==> src/rtl/pulse_accum_pkg.sv <==
package pulse_accum_pkg;

  // Strobes from control to datapath, valid for one cycle.
  typedef struct packed {
    logic accTick;  // add one to the count this cycle
    logic pinEdge;  // active pin transition seen this cycle
  } accStrobe_t;

  typedef enum logic [1:0] {
    CS_PRESC    = 2'b00,
    CS_ACC      = 2'b01,
    CS_ACC_LO   = 2'b10,
    CS_ACC_FULL = 2'b11
  } clkSrc_e;

endpackage

==> src/rtl/pulse_accum_ctrl.sv <==
module pulse_accum_ctrl
  import pulse_accum_pkg::*;
#(
  parameter int SYNC_STAGES = 2
) (
  input  logic       clk,
  input  logic       rstN,
  input  logic       accEn,
  input  logic       gateMode,
  input  logic       polarity,
  input  logic       timerEn,
  input  logic       div64Tick,
  input  logic       pinIn,
  output accStrobe_t strobe
);

  localparam int SYNC_MSB = SYNC_STAGES - 1;

  logic [SYNC_MSB:0] syncQ;
  logic              pinPrev;
  logic              pinNow;
  logic              riseEdge;
  logic              fallEdge;
  logic              activeEdge;
  logic              gateOpen;

  always_ff @(posedge clk) begin
    if (!rstN) begin
      syncQ   <= '0;
      pinPrev <= 1'b0;
    end else begin
      syncQ   <= {syncQ[SYNC_MSB-1:0], pinIn};
      pinPrev <= syncQ[SYNC_MSB];
    end
  end

  assign pinNow   = syncQ[SYNC_MSB];
  assign riseEdge = pinNow & ~pinPrev;
  assign fallEdge = ~pinNow & pinPrev;

  // The edge that is counted in edge mode is also the gate's trailing edge.
  assign activeEdge = polarity ? riseEdge : fallEdge;
  // Gate open on high level for polarity 0, low level for polarity 1.
  assign gateOpen   = pinNow ^ polarity;

  always_comb begin
    strobe.pinEdge = accEn & activeEdge;
    if (gateMode) strobe.accTick = accEn & gateOpen & timerEn & div64Tick;
    else          strobe.accTick = accEn & activeEdge;
  end

endmodule

==> src/rtl/pulse_accum_flag.sv <==
module pulse_accum_flag (
  input  logic clk,
  input  logic rstN,
  input  logic setP,
  input  logic clrP,
  input  logic intEn,
  output logic flag,
  output logic irq
);

  always_ff @(posedge clk) begin
    if (!rstN)     flag <= 1'b0;
    else if (setP) flag <= 1'b1;
    else if (clrP) flag <= 1'b0;
  end

  assign irq = intEn & flag;

endmodule

==> src/rtl/pulse_accum_dp.sv <==
module pulse_accum_dp
  import pulse_accum_pkg::*;
#(
  parameter int CNT_W = 16,
  parameter int LOW_W = 8
) (
  input  logic             clk,
  input  logic             rstN,
  input  logic             accEn,
  input  logic [1:0]       clkSel,
  input  logic             prescTick,
  input  accStrobe_t       strobe,
  output logic [CNT_W-1:0] count,
  output logic             wrapP,
  output logic             cntClkEn
);

  localparam logic [CNT_W-1:0] CNT_MAX = '1;
  localparam logic [LOW_W-1:0] LOW_MAX = '1;

  logic lowCarry;
  logic fullCarry;

  always_ff @(posedge clk) begin
    if (!rstN)               count <= '0;
    else if (strobe.accTick) count <= count + 1'b1;
  end

  assign lowCarry  = strobe.accTick & (count[LOW_W-1:0] == LOW_MAX);
  assign fullCarry = strobe.accTick & (count == CNT_MAX);
  assign wrapP     = fullCarry;

  always_comb begin
    if (!accEn) begin
      cntClkEn = prescTick;
    end else begin
      case (clkSrc_e'(clkSel))
        CS_ACC:      cntClkEn = strobe.accTick;
        CS_ACC_LO:   cntClkEn = lowCarry;
        CS_ACC_FULL: cntClkEn = fullCarry;
        default:     cntClkEn = prescTick;
      endcase
    end
  end

endmodule

==> src/rtl/pulse_accum.sv <==
module pulse_accum
  import pulse_accum_pkg::*;
#(
  parameter int CNT_W       = 16,
  parameter int LOW_W       = 8,
  parameter int SYNC_STAGES = 2
) (
  input  logic             clk,
  input  logic             rstN,
  input  logic             accEn,
  input  logic             gateMode,
  input  logic             polarity,
  input  logic [1:0]       clkSel,
  input  logic             timerEn,
  input  logic             prescTick,
  input  logic             div64Tick,
  input  logic             pinIn,
  input  logic             ovfIntEn,
  input  logic             pinIntEn,
  input  logic             ovfClr,
  input  logic             pinClr,
  output logic [CNT_W-1:0] count,
  output logic             ovfFlag,
  output logic             pinFlag,
  output logic             ovfIrq,
  output logic             pinIrq,
  output logic             cntClkEn
);

  accStrobe_t strobe;
  logic       wrapP;

  pulse_accum_ctrl #(.SYNC_STAGES(SYNC_STAGES)) ctrl_i (
    .clk(clk), .rstN(rstN), .accEn(accEn), .gateMode(gateMode),
    .polarity(polarity), .timerEn(timerEn), .div64Tick(div64Tick),
    .pinIn(pinIn), .strobe(strobe)
  );

  pulse_accum_dp #(.CNT_W(CNT_W), .LOW_W(LOW_W)) dp_i (
    .clk(clk), .rstN(rstN), .accEn(accEn), .clkSel(clkSel),
    .prescTick(prescTick), .strobe(strobe), .count(count),
    .wrapP(wrapP), .cntClkEn(cntClkEn)
  );

  pulse_accum_flag ovfFlag_i (
    .clk(clk), .rstN(rstN), .setP(wrapP), .clrP(ovfClr),
    .intEn(ovfIntEn), .flag(ovfFlag), .irq(ovfIrq)
  );

  pulse_accum_flag pinFlag_i (
    .clk(clk), .rstN(rstN), .setP(strobe.pinEdge), .clrP(pinClr),
    .intEn(pinIntEn), .flag(pinFlag), .irq(pinIrq)
  );

endmodule

==> config.mk <==
export PLATFORM = sky130hd
export DESIGN_NAME = pulse_accum
export DESIGN_NICKNAME = d
export VERILOG_FILES = /design/src/rtl/pulse_accum_pkg.sv /design/src/rtl/pulse_accum_ctrl.sv /design/src/rtl/pulse_accum_flag.sv /design/src/rtl/pulse_accum_dp.sv /design/src/rtl/pulse_accum.sv
export SDC_FILE = /design/constraint.sdc
export NUM_CORES = 1
export LEC_CHECK = 0
export BUFFER_PORTS_ARGS = -buffer_cell sky130_fd_sc_hd__buf_2
export CORE_MARGIN = 3
export CORE_UTILIZATION = 35
export DETAILED_ROUTE_END_ITERATION = 6
export HOLD_SLACK_MARGIN = 0.06
export SKIP_LAST_GASP = 1
export SYNTH_ARGS = -nofsm -noshare
export SYNTH_HDL_FRONTEND = slang
export SYNTH_SLANG_ARGS = --single-unit
==> constraint.sdc <==
create_clock -name clk -period 2.5 [get_ports clk]
set_input_delay 0.625 -clock clk [delete_from_list [all_inputs] [get_ports clk]]
set_output_delay 0.625 -clock clk [all_outputs]
set_load 0.01 [all_outputs]
Word-level counts from Yosys, hierarchy flattened

Cells that the tools add are included.

$add $sub $neg: 1
$mul: 0
Divide/modulo/power cells: 0
Order comparisons: 0
Equality and inequality tests: 5
Shifts and indexed selects: 0
Mux-type cells: 8
Bitwise gates (word level): 13
Reductions and logical operators: 2

Operators by type and width:

| cell                    | count |
|---|---|
| $add A16 B1 Y16 const B | 1 |
| $eq A16 B16 Y1 const B  | 1 |
| $and A1 B1 Y1           | 10 |
| $eq A8 B8 Y1 const B    | 1 |
| $mux W1                 | 7 |
| $eq A2 B2 Y1 const B    | 2 |
| $reduce_bool A2 Y1      | 2 |
| $pmux W1 S3             | 1 |
| $eq A2 B1 Y1 const B    | 1 |
| $not A1 Y1              | 2 |
| $xor A1 B1 Y1           | 1 |

Flip-flop bits (word level): 21
Bits in latches: 0
Bits in writable memories: 0
Bits in read-only memories: 0
Input bits: 15
Output and inout bits: 21
Memories: 0

Depth between registers and ports, before layout

Gate-level depths: netlist of the first run.

Depth after elaboration: 8
Depth in mapped cells: 6
Mapped depth without buffers: 6

Cells and area by module

Synthesis of the first run repeated with hierarchy kept, for this count alone.

Cell total of the unflattened synthesis: 107
Area, all modules: 1047.3 um^2

By module, submodules not included:

| module           | times used | cells each | area an instance (um^2) |
|---|---|---|---|
| pulse_accum_dp   | 1          | 86         | 810.8 |
| pulse_accum_ctrl | 1          | 13         | 138.9 |
| pulse_accum_flag | 2          | 4          | 48.8 |

Worst setup path after synthesis of the first run

No wires, ideal clock.

Path type: input to output
From: input port polarity
To: output port cntClkEn
Arrival: 1533 ps
Slack: 342 ps
Stages: 4
Path through: nand4bb_2 a21oi_4 nor2_2 o21ai_0

Cells in the longest elaborated chain, start to end: 8
Elaborated cells between the ends (all ways): 11
Classes of those cells: 4 x mux; 7 x bitwise

RTL lines:

| item                                    | line                                       | text |
|---|---|---|
| start, declared                         | pulse_accum.sv:12                          | `input logic polarity,` |
| $xor A1 B1 Y1                           | pulse_accum_ctrl.sv:44                     | `assign gateOpen = pinNow ^ polarity;` |
| $and A1 B1 Y1 (3 in series)             | pulse_accum_ctrl.sv:48                     | `if (gateMode) strobe.accTick = accEn & gateOpen & timerEn & div64Tick;` |
| $mux W1 (*)                             | pulse_accum_ctrl.sv:48                     |  |
| $and A1 B1 Y1, on equally long branches | pulse_accum_dp.sv:30, pulse_accum_dp.sv:29 |  |
| $pmux W1 S3 (*)                         | pulse_accum_dp.sv:37                       | `case (clkSrc_e'(clkSel))` |
| $mux W1 (*)                             | pulse_accum_dp.sv:34                       | `if (!accEn) begin` |
| end, declared                           | pulse_accum.sv:27                          | `output logic cntClkEn` |

Every way passes the cells marked *; elsewhere a longest branch is shown, timed or not.

Worst setup path after layout of the first run

From: register dp_i.count[0]
To: output port cntClkEn

Cells in the longest elaborated chain, start to end: 4
Elaborated cells between the ends (all ways): 6
Classes of those cells: 2 x eq/ne; 2 x mux; 2 x bitwise

RTL lines:

| item                                                  | line                                       | text |
|---|---|---|
| start, declared                                       | pulse_accum_dp.sv:13                       | `output logic [CNT_W-1:0] count,` |
| start signal, assigned                                | pulse_accum_dp.sv:26                       | `else if (strobe.accTick) count <= count + 1'b1;` |
| $eq A16 B16 Y1 / $eq A8 B8 Y1 (equally long branches) | pulse_accum_dp.sv:30, pulse_accum_dp.sv:29 |  |
| $and A1 B1 Y1, on equally long branches               | pulse_accum_dp.sv:30, pulse_accum_dp.sv:29 |  |
| $pmux W1 S3 (*)                                       | pulse_accum_dp.sv:37                       |  |
| $mux W1 (*)                                           | pulse_accum_dp.sv:34                       |  |

Marks and branches as above.

==> qor.yml, run 1 <==
status:
  status: "finished clean"
route:
  ant_nets: 0
  dr.pass1.iters: 4
  drt-total-wl_um: 2450
  wl_per_cell_um: 13.2
  vias: 976
  via_per_inst: 5.28
  drc: 0
  drt_iter0_markers: 18
synthesis:
  synth_nets: 127
  ys.warnings.count: 0
  yosys-top-cells-area: "dfxtp_1, xor2_1, o21ai_0"
  avgSynthCellArea_um2: 9.05
  yosys.area.top_type: "dfxtp_1"
  ys_seq_area_share_pct: 41.8
  synth.distinct_cells: 33
  synth_area_um2: 1000
  postSynthCellCount: 111
  synth_top_area_share_pct: 41.8
  synth-seq-cells: 21
placement:
  io_buffers: 35
  gp_congestion: 0.774
  place_area_um2: 1240
  dp_hpwl_um: 1850
setup_path:
  cp.required_ns: 1.88
  critPathLaunchType: "register"
  reg2reg_to: "dp_i.count[15]"
  critical_path_class: "register to output port"
  crit_arrival_ns: 1.74
  crit_path_end_kind: "output port"
  ff2ff_setup_slack_ns: 0.70
  reg2reg_from: "dp_i.count[6]"
  crit_fanout: 4
  reg2reg_depth: 5
sta:
  fin_crit_sh_pct: 94.4
  rsz0062_at_grt: "yes"
  setup_viol: 0
  slew_headroom_pct: 68.5
  report.final.slew_viol_count: 0
  clock_skew_ns: 0.00123
  hold_viol_final: 0
  holdWs_ns: 0.443
  tightest_slew_ns: 0.470
  fmax_mhz: 424
  post-route-min-period_ns: 2.36
pwr:
  clkPwrFrac_pct: 29.7
  powerDensity_nw_per_um2: 408
  power_switching_mw: 0.122
  combinationalPowerShare_pct: 7.0
  p_leak_nw: 0.557
  peakVddDrop_mv: 0.313
  internal-power_mw: 0.414
  swShare_pct: 22.8
  seqPwrFrac_pct: 63.3
finish:
  antenna_cells: 0
  final_nets: 172
  area_growth_pct: 30.9
  drive_gt1_share_pct: 38.7
  n_fill_cell: 272
  stdcell_area_um2: 1320
worst_hold_path:
  hp-class: "register to register"
  min_from: "ctrl_i.syncQ[0]"
  hold_depth: 1
  min_to: "ctrl_i.syncQ[1]"
cts:
  cts-root-buf: "clkbuf_4"
  cts.htree.levels: 1
  clk_pin_slew_ns: 0.11
  clockBufferDepth: 2
  numCtsBuffers: 3
  clkLatencyLatePin_ns: 0.30
  cts_sinks: 21
  cts_tree: "done"
  holdBufCountCts: 0
floorplan:
  die_w_um: 59.6
  fp.dieH_um: 59.6
  rows: 18
  fp.coreArea_um2: 2610
  num_io_pins: 36
  die_area_um2: 3550
  start_util_pct: 38.5
global_route:
  grt_max_degree: 19
  grt_overflow: 0
  grt_usage_pct: 14.8
  antenna_found_initial: 0
  grt_pass1_vias: 909
  grt_first_pass_wirelength_um: 3970
flow_run:
  maxCapViolCount: 0
==> cell families after synthesis <==
kind of cell | share of synthesized area (%)
xor gates and xnor gates | 11.3
adders and majority gates | 1.25
and+or+nand+nor | 26.0
buffers and inverters | 1.49
DFF | 41.8
AOI/OAI and AO/OA | 18.1
==> cell type report <==
type,instances,area [µm²],area share (%)
Tap cell,30,37.5,2.85
Inverter,3,11.3,0.856
Clock inverter,1,5.00,0.381
Multi-Input combinational cell,86,589,44.8
Sequential cell,21,429,32.6
Clock buffer,3,22.5,1.71
Timing Repair Buffer,41,220,16.7
==> synthesized netlist by cell type (all sizes together) <==
cell and count:
dfxtp 21, nor2 15, o21ai 11, xor2 11
a21oi 6, and2 6, nand3 4, nand4 4
o2111ai 4, nand2 3, and3 2, inv 2
nand2b 2, nor3 2, o211ai 2, or3 2
xnor2 2, a211oi 1, a31oi 1, and4 1
clkbuf 1, clkinv 1, ha 1, nand4b 1
nand4bb 1, nor4 1, o31a 1, o31ai 1
or4 1
==> sequential cells by signal (all words and copies together), names as in the netlist <==
| signal | cells |
|---|---|
| ctrl_i.pinPrev | 1 |
| ctrl_i.syncQ | 2 |
| ovfFlag_i.flag | 1 |
| pinFlag_i.flag | 1 |
| dp_i.count | 16 |
==> worst max-delay path, cell delays in order (launching register included) <==
cell and delay [ns]:
dfxtp_4 0.39, ha_4 0.15, nand4_1 0.11, nor4_2 0.34
o21ai_1 0.10, o31a_1 0.11, o21ai_1 0.11, buf_2 0.14
==> what timing repair did <==
item / CTS / global route
gates cloned: 0 / 0
buffers inserted: 0 / 3
resized for setup: 2 / 10
pin swaps: 0 / 1
setup endpoints to repair: 1 / 1
==> per-stage QoR <==
stage	cells	setup slack [ns]	total power, mW	util, %	setup TNS [ns]
after CTS	182	0.00144	0.547	48.7	0
after global routing	185	-0.0216	0.565	50.3	-0.0216
after global placement	178	0.213	0.383	47.3	0
after detailed placement	178	0.182	0.384	47.3	0
after floorplan	111	0.342	0.364	-	0
final	185	0.139	0.537	50.3	0
==> cell usage in the layout, fill, tap and decap left out, drive strengths merged <==
| master | netlist | layout |
|---|---|---|
| a211oi | 1 | 1 |
| a21oi | 6 | 6 |
| a31oi | 1 | 1 |
| and2 | 6 | 6 |
| and3 | 2 | 2 |
| and4 | 1 | 1 |
| buf | 0 | 41 |
| clkbuf | 1 | 3 |
| clkinv | 1 | 2 |
| dfxtp | 21 | 21 |
| ha | 1 | 1 |
| inv | 2 | 2 |
| nand2 | 3 | 3 |
| nand2b | 2 | 2 |
| nand3 | 4 | 4 |
| nand4 | 4 | 4 |
| nand4b | 1 | 1 |
| nand4bb | 1 | 1 |
| nor2 | 15 | 15 |
| nor3 | 2 | 2 |
| nor4 | 1 | 1 |
| o2111ai | 4 | 4 |
| o211ai | 2 | 2 |
| o21ai | 11 | 11 |
| o31a | 1 | 1 |
| o31ai | 1 | 1 |
| or3 | 2 | 2 |
| or4 | 1 | 1 |
| xnor2 | 2 | 2 |
| xor2 | 11 | 11 |
==> power groups by stage <==
stage | clock, mW | combinational (mW) | sequential (mW)
detailed placement | 0 | 0.0361 | 0.348
global route | 0.183 | 0.0418 | 0.340
global placement | 0 | 0.0355 | 0.347
CTS | 0.170 | 0.0364 | 0.340
floorplan | 0 | 0.0166 | 0.347
finish | 0.159 | 0.0378 | 0.340
==> worst max-delay path by stage <==
stage	from	end
after CTS	dp_i.count[1]	cntClkEn
final	dp_i.count[0]	cntClkEn
after global routing	dp_i.count[0]	cntClkEn
after detailed placement	gateMode	cntClkEn
after global placement	gateMode	cntClkEn
after floorplan	polarity	cntClkEn
==> routing by layer <==
layer	GRT usage (%)	vias to the layer above	part of all wire, %
met3	4.79	4	4.6
met2	24.6	19	49
met4	4.43	0	0.94
met1	17.9	460	45
met5	0	-	0
li1	-	493	-
Note: power is estimated with default switching activity, not from simulation.
==> run 2: changes to the inputs <==
--- a/config.mk
+++ b/config.mk
@@ -5,6 +5,7 @@
 export SDC_FILE = /design/constraint.sdc
 export NUM_CORES = 1
 export LEC_CHECK = 0
+export ABC_AREA = 1
 export BUFFER_PORTS_ARGS = -buffer_cell sky130_fd_sc_hd__buf_2
 export CORE_MARGIN = 3
 export CORE_UTILIZATION = 35
==> constraint.sdc (replaced) <==
create_clock -name clk -period 2.2 [get_ports clk]
set_input_delay 0.55 -clock clk [delete_from_list [all_inputs] [get_ports clk]]
set_output_delay 0.55 -clock clk [all_outputs]
set_load 0.01 [all_outputs]
==> run 2 against run 1 <==
Sequential cell count unchanged. First-iteration DRC count is 72% higher. Final cell count up 45%. Wire length up 19%. Total power is 19% higher. Worst setup slack worse by 0.090 ns. Die area is 20% higher. Final area increased by 17%.
==> qor.yml, run 2 <==
pwr:
  peakVddDrop_mv: 0.212
  powerDensity_nw_per_um2: 416
  p_leak_nw: 0.757
global_route:
  grt_pass1_vias: 1061
  grt_first_pass_wirelength_um: 4880
  grt_overflow: 0
  grt_usage_pct: 14.8
  antenna_found_initial: 0
  grt_max_degree: 15
placement:
  pre_cts_ws_ns: 0.192
  io_buffers: 35
  dp_hpwl_um: 2230
  dp_cells: 263
  gp_congestion: 0.852
route:
  drc: 0
  drt_iter0_markers: 31
  drt-total-wl_um: 2930
  dr.pass1.iters: 4
  vias: 1223
  via_per_inst: 4.55
  wl_per_cell_um: 10.9
  ant_nets: 0
synthesis:
  avgSynthCellArea_um2: 6.77
  synth.most_common_cell: "nand2_1"
  synth_area_um2: 1220
  synth_nets: 197
  async_flop_share_pct: 0
  synthFlopType: "dfxtp_1"
  ys_seq_area_share_pct: 34.3
  synth.distinct_cells: 27
  synth_edf_count: 0
  synth_top_area_share_pct: 34.3
  postSynthCellCount: 181
  yosys.area.top_type: "dfxtp_1"
  ys_top_cells_by_count: "nand2_1, dfxtp_1, nor2_1, inv_1, a21oi_1"
  yosys-top-cells-area: "dfxtp_1, nand2_1, a21oi_1"
  synth-seq-cells: 21
  ys.warnings.count: 0
cts:
  holdBufCountCts: 0
  cts_tree: "done"
  clkLatencyLatePin_ns: 0.31
  cts_sinks: 21
  numCtsBuffers: 3
  clk_pin_slew_ns: 0.13
  cts-root-buf: "clkbuf_4"
  cts.htree.levels: 1
  clockBufferDepth: 2
sta:
  hold_viol_final: 0
  fmax_mhz: 465
  post-route-min-period_ns: 2.15
  setup_tns_ns: 0
  report.final.slew_viol_count: 0
  slew_headroom_pct: 76.2
  tightest_slew_ns: 0.354
  fin_crit_sh_pct: 97.8
  rsz0062_at_grt: "yes"
  clock_skew_ns: 0.00737
  fin_ws_ns: 0.0489
  setup_viol: 0
setup_path:
  cp_slowest_stage_delay_ns: 0.46
  crit_path_end_kind: "output port"
  worst-path-buf-inv: 1
  reg2reg_depth: 9
  cp.required_ns: 1.65
  crit_fanout: 6
  critPathLaunchType: "register"
  critical_path_class: "register to output port"
  path_cells: "nand2_1, nor2_2, nand2_4, nor2_4, nand4_2, a21oi_2, buf_2"
  crit_arrival_ns: 1.60
  crit_family: "simple AND/OR/NAND/NOR gates"
  slowest_stage: "dfxtp_1"
  reg2reg_from: "ctrl_i.syncQ[1]"
  cp.depth: 7
  cp-startpoint: "dp_i.count[9]"
flow_run:
  maxCapViolCount: 0
finish:
  n_fill_cell: 361
  drive_gt1_share_pct: 32.0
  area_growth_pct: 25.4
  final_nets: 242
  stdcell_count: 269
  regMostFlops: "dp_i.count"
  antenna_cells: 0
  top_regs: "dp_i.count (16), ctrl_i.syncQ (2)"
  mostFrequentLayoutCell: "nand2_1"
  largest_register_ffs: 16
  utilization_pct: 48.0
  final_cell_mix: "nand2_1, buf_2, nor2_1"
floorplan:
  num_io_pins: 36
  die_area_um2: 4250
  rows: 20
  die_w_um: 65.2
  start_util_pct: 38.2
  fp.coreArea_um2: 3200
  fp.dieH_um: 65.2
worst_hold_path:
  hp-class: "input port to register"
  hold_depth: 3
  min_from: "pinIn"
status:
  status: "finished clean"
## run 2: what timing repair did
action	CTS	global route
setup buffers	2	0
resized for setup	6	2
setup endpoints to repair	1	1
pin swaps	1	1
## run 2: power breakdown
group / total, mW / switching, mW / internal (mW) / leakage, nW
sequential: 0.387 / 0.00294 / 0.384 / 0.173
combinational: 0.0590 / 0.0341 / 0.0249 / 0.567
clock: 0.194 / 0.126 / 0.0680 / 0.0177
## run 2: kinds of logic (layout without fill, tap and decap cells)
| logic type | after synthesis | in the layout | share of synthesized area (%) |
|---|---|---|---|
| buf+inv | 25 | 69 | 8.89 |
| fa+ha+maj | 1 | 1 | 1.02 |
| compound gates | 22 | 22 | 9.70 |
| xor+xnor | 4 | 4 | 2.86 |
| flops | 21 | 21 | 34.3 |
| simple gates | 108 | 108 | 43.2 |
## run 2: metal layers
metal	track usage, %	part of all wire, %	vias to the layer above
li1	-	-	663
met1	20.5	51	522
met2	22.5	42	36
met3	4.44	7.1	2
met4	3.37	0.44	0
met5	0	0	-
## run 2: path summary, 6_finish.rpt
check | to | slack, ns
max | cntClkEn | 0.05
min | ctrl_i.syncQ[0] | 0.42
max reg2reg | dp_i.count[11] | 0.83
min reg2reg | ctrl_i.syncQ[1] | 0.43
## run 2: layout make-up
class,instances,area (µm²),area share [%]
timing repair buffer,43,235,15.3
multi-input combinational,135,708,46.1
inverter,22,82.6,5.37
sequential,21,428,27.9
clock inverter,1,5.00,0.326
clock buffer,3,22.5,1.47
tap,44,55.1,3.58
## run 2: stage by stage
step	instance area (µm²)	hold WS (ns)	power [mW]
detailed placement	1470	0.416	0.453
floorplan	1220	0.390	0.427
global placement	1470	0.402	0.453
finish	1540	0.423	0.640
CTS	1530	0.407	0.657
global route	1540	0.411	0.679
## run 2: worst min-delay path, stage by stage
cell     delay, ns
buf_2         0.08
nand2_1       0.05
inv_1         0.04
==> run 3: changes to the inputs <==
--- a/config.mk
+++ b/config.mk
@@ -5,7 +5,6 @@
 export SDC_FILE = /design/constraint.sdc
 export NUM_CORES = 1
 export LEC_CHECK = 0
-export ABC_AREA = 1
 export BUFFER_PORTS_ARGS = -buffer_cell sky130_fd_sc_hd__buf_2
 export CORE_MARGIN = 3
 export CORE_UTILIZATION = 35
==> run 3 against run 2 <==
The run now ends with negative setup slack left. Critical endpoint unchanged. Critical path depth is the same. Largest cell class unchanged. Total power decreased by 3.8%. Wire length fell by 12%. Via count down 17%. Combinational power is 26% lower. Global-route usage increased by 0.68 points. Utilization rose by 4.4 points. Highest routed layer unchanged.
==> qor.yml, run 3 (synthesis results as in run 1) <==
cts:
  holdBufCountCts: 0
  clkLatencyLatePin_ns: 0.31
  cts_sinks: 21
  cts-root-buf: "clkbuf_4"
  numCtsBuffers: 3
  cts_tree: "done"
  cts.htree.levels: 1
  clockBufferDepth: 2
  clk_pin_slew_ns: 0.12
pwr:
  seqPwrFrac_pct: 62.7
  combinationalPowerShare_pct: 7.1
  report.power.total_mw: 0.615
  power_switching_mw: 0.143
  peakVddDrop_mv: 0.279
  clkPwrFrac_pct: 30.1
  swShare_pct: 23.3
  powerDensity_nw_per_um2: 450
  internal-power_mw: 0.472
  p_leak_nw: 0.604
finish:
  utilization_pct: 52.3
  final_cell_mix: "buf_2, dfxtp_1, buf_4"
  final_nets: 181
  regMostFlops: "dp_i.count"
  top_regs: "dp_i.count (16), ctrl_i.syncQ (2)"
  stdcell_area_um2: 1370
  mostFrequentLayoutCell: "buf_2"
  drive_gt1_share_pct: 40.9
  largest_register_ffs: 16
  antenna_cells: 0
  area_growth_pct: 36.1
sta:
  hold_viol_final: 0
  fmax_mhz: 441
  report.final.slew_viol_count: 0
  rsz0062_at_grt: "yes"
  fin_ws_ns: -0.0698
  setup_viol: 1
  post-route-min-period_ns: 2.27
  clock_skew_ns: 0.00822
  setup_tns_ns: -0.0698
  tightest_slew_ns: 0.478
  slew_headroom_pct: 67.9
  fin_crit_sh_pct: 103
route:
  drt_iter0_markers: 32
  ant_nets: 0
  drt-total-wl_um: 2570
  vias: 1013
  drc: 0
  wl_per_cell_um: 13.2
  via_per_inst: 5.22
  dr.pass1.iters: 4
floorplan:
  fp.dieH_um: 59.6
  start_util_pct: 38.5
  rows: 18
  fp.coreArea_um2: 2610
  die_w_um: 59.6
  die_area_um2: 3550
  num_io_pins: 36
global_route:
  grt_pass1_vias: 954
  grt_overflow: 0
  grt_first_pass_wirelength_um: 4140
  grt_max_degree: 19
  grt_usage_pct: 15.5
  antenna_found_initial: 0
setup_path:
  cp-endpoint: "cntClkEn"
  cp_slowest_stage_delay_ns: 0.35
  cp.required_ns: 1.65
  crit_fanout: 4
  ff2ff_setup_slack_ns: 0.48
  critPathLaunchType: "register"
  reg2reg_from: "dp_i.count[6]"
  path_cells: "ha_2, nand4_1, nor4_2, o21ai_1, o31a_1, o21ai_1, buf_2"
  crit_path_end_kind: "output port"
  critical_path_class: "register to output port"
  reg2reg_to: "dp_i.count[15]"
  reg2reg_depth: 5
  crit_arrival_ns: 1.72
  critPathMostFrequentCell: "o21ai_1"
  cp-startpoint: "dp_i.count[0]"
  slowest_stage: "dfxtp_2"
placement:
  dp_hpwl_um: 2040
  place_area_um2: 1320
  io_buffers: 35
  pre_cts_ws_ns: 0.0901
  gp_congestion: 0.816
status:
  violations: "negative setup slack"
  status: "finished, violations left"
flow_run:
  maxCapViolCount: 0
worst_hold_path:
  hp-class: "input port to register"
==> run 3: cell type report <==
class	instances	area, µm²
Inverter	3	11.3
Clock buffer	3	22.5
Timing Repair Buffer	50	288
Tap cell	30	37.5
Clock inverter	1	5.00
Sequential cell	21	425
Fill cell	244	1240
Multi-Input combinational cell	86	578
==> run 3: what timing repair did <==
action	CTS	global route
setup buffers	0	1
endpoints found under the setup margin	1	1
pin swaps	0	1
resized for setup	3	5
==> run 3: critical path, delay by kind of cell (launching register included) <==
family	cells	cell delay, ns
AOI/OAI and AO/OA	3	0.30
buffers and inverters	1	0.14
and+or+nand+nor	2	0.43
DFF	1	0.35
adders and majority gates	1	0.19
==> run 3: through the flow <==
stage	cells	hold WS (ns)
floorplan	111	0.412
global placement	189	0.420
detailed placement	189	0.429
CTS	193	0.437
global route	194	0.439
finish	194	0.440
==> run 3: metal layers <==
| layer | vias up | GRT usage, % | wire [µm] |
|---|---|---|---|
| met2 | 29 | 27.6 | 1320 |
| met5 | - | 0 | 0 |
| met1 | 471 | 19.0 | 1090 |
| met3 | 5 | 2.18 | 128 |
| met4 | 0 | 4.75 | 35 |
| li1 | 508 | - | - |
==> run 3: how the worst min path moves through the flow <==
stage,endpoint,cells past startpoint,start
floorplan,ctrl_i.syncQ[1],1,ctrl_i.syncQ[0]
global placement,ctrl_i.syncQ[1],1,ctrl_i.syncQ[0]
detailed placement,ctrl_i.syncQ[1],1,ctrl_i.syncQ[0]
CTS,ctrl_i.syncQ[0],2,pinIn
global route,ctrl_i.syncQ[0],2,pinIn
finish,ctrl_i.syncQ[0],2,pinIn
==> run 3: power groups by stage <==
stage | Sequential (mW) | Combinational, mW | Clock, mW
3_5_place_dp | 0.395 | 0.0437 | 0
2_1_floorplan | 0.395 | 0.0189 | 0
5_1_grt | 0.387 | 0.0488 | 0.206
3_3_place_gp | 0.394 | 0.0428 | 0
4_1_cts | 0.386 | 0.0438 | 0.194
6_report | 0.386 | 0.0439 | 0.185
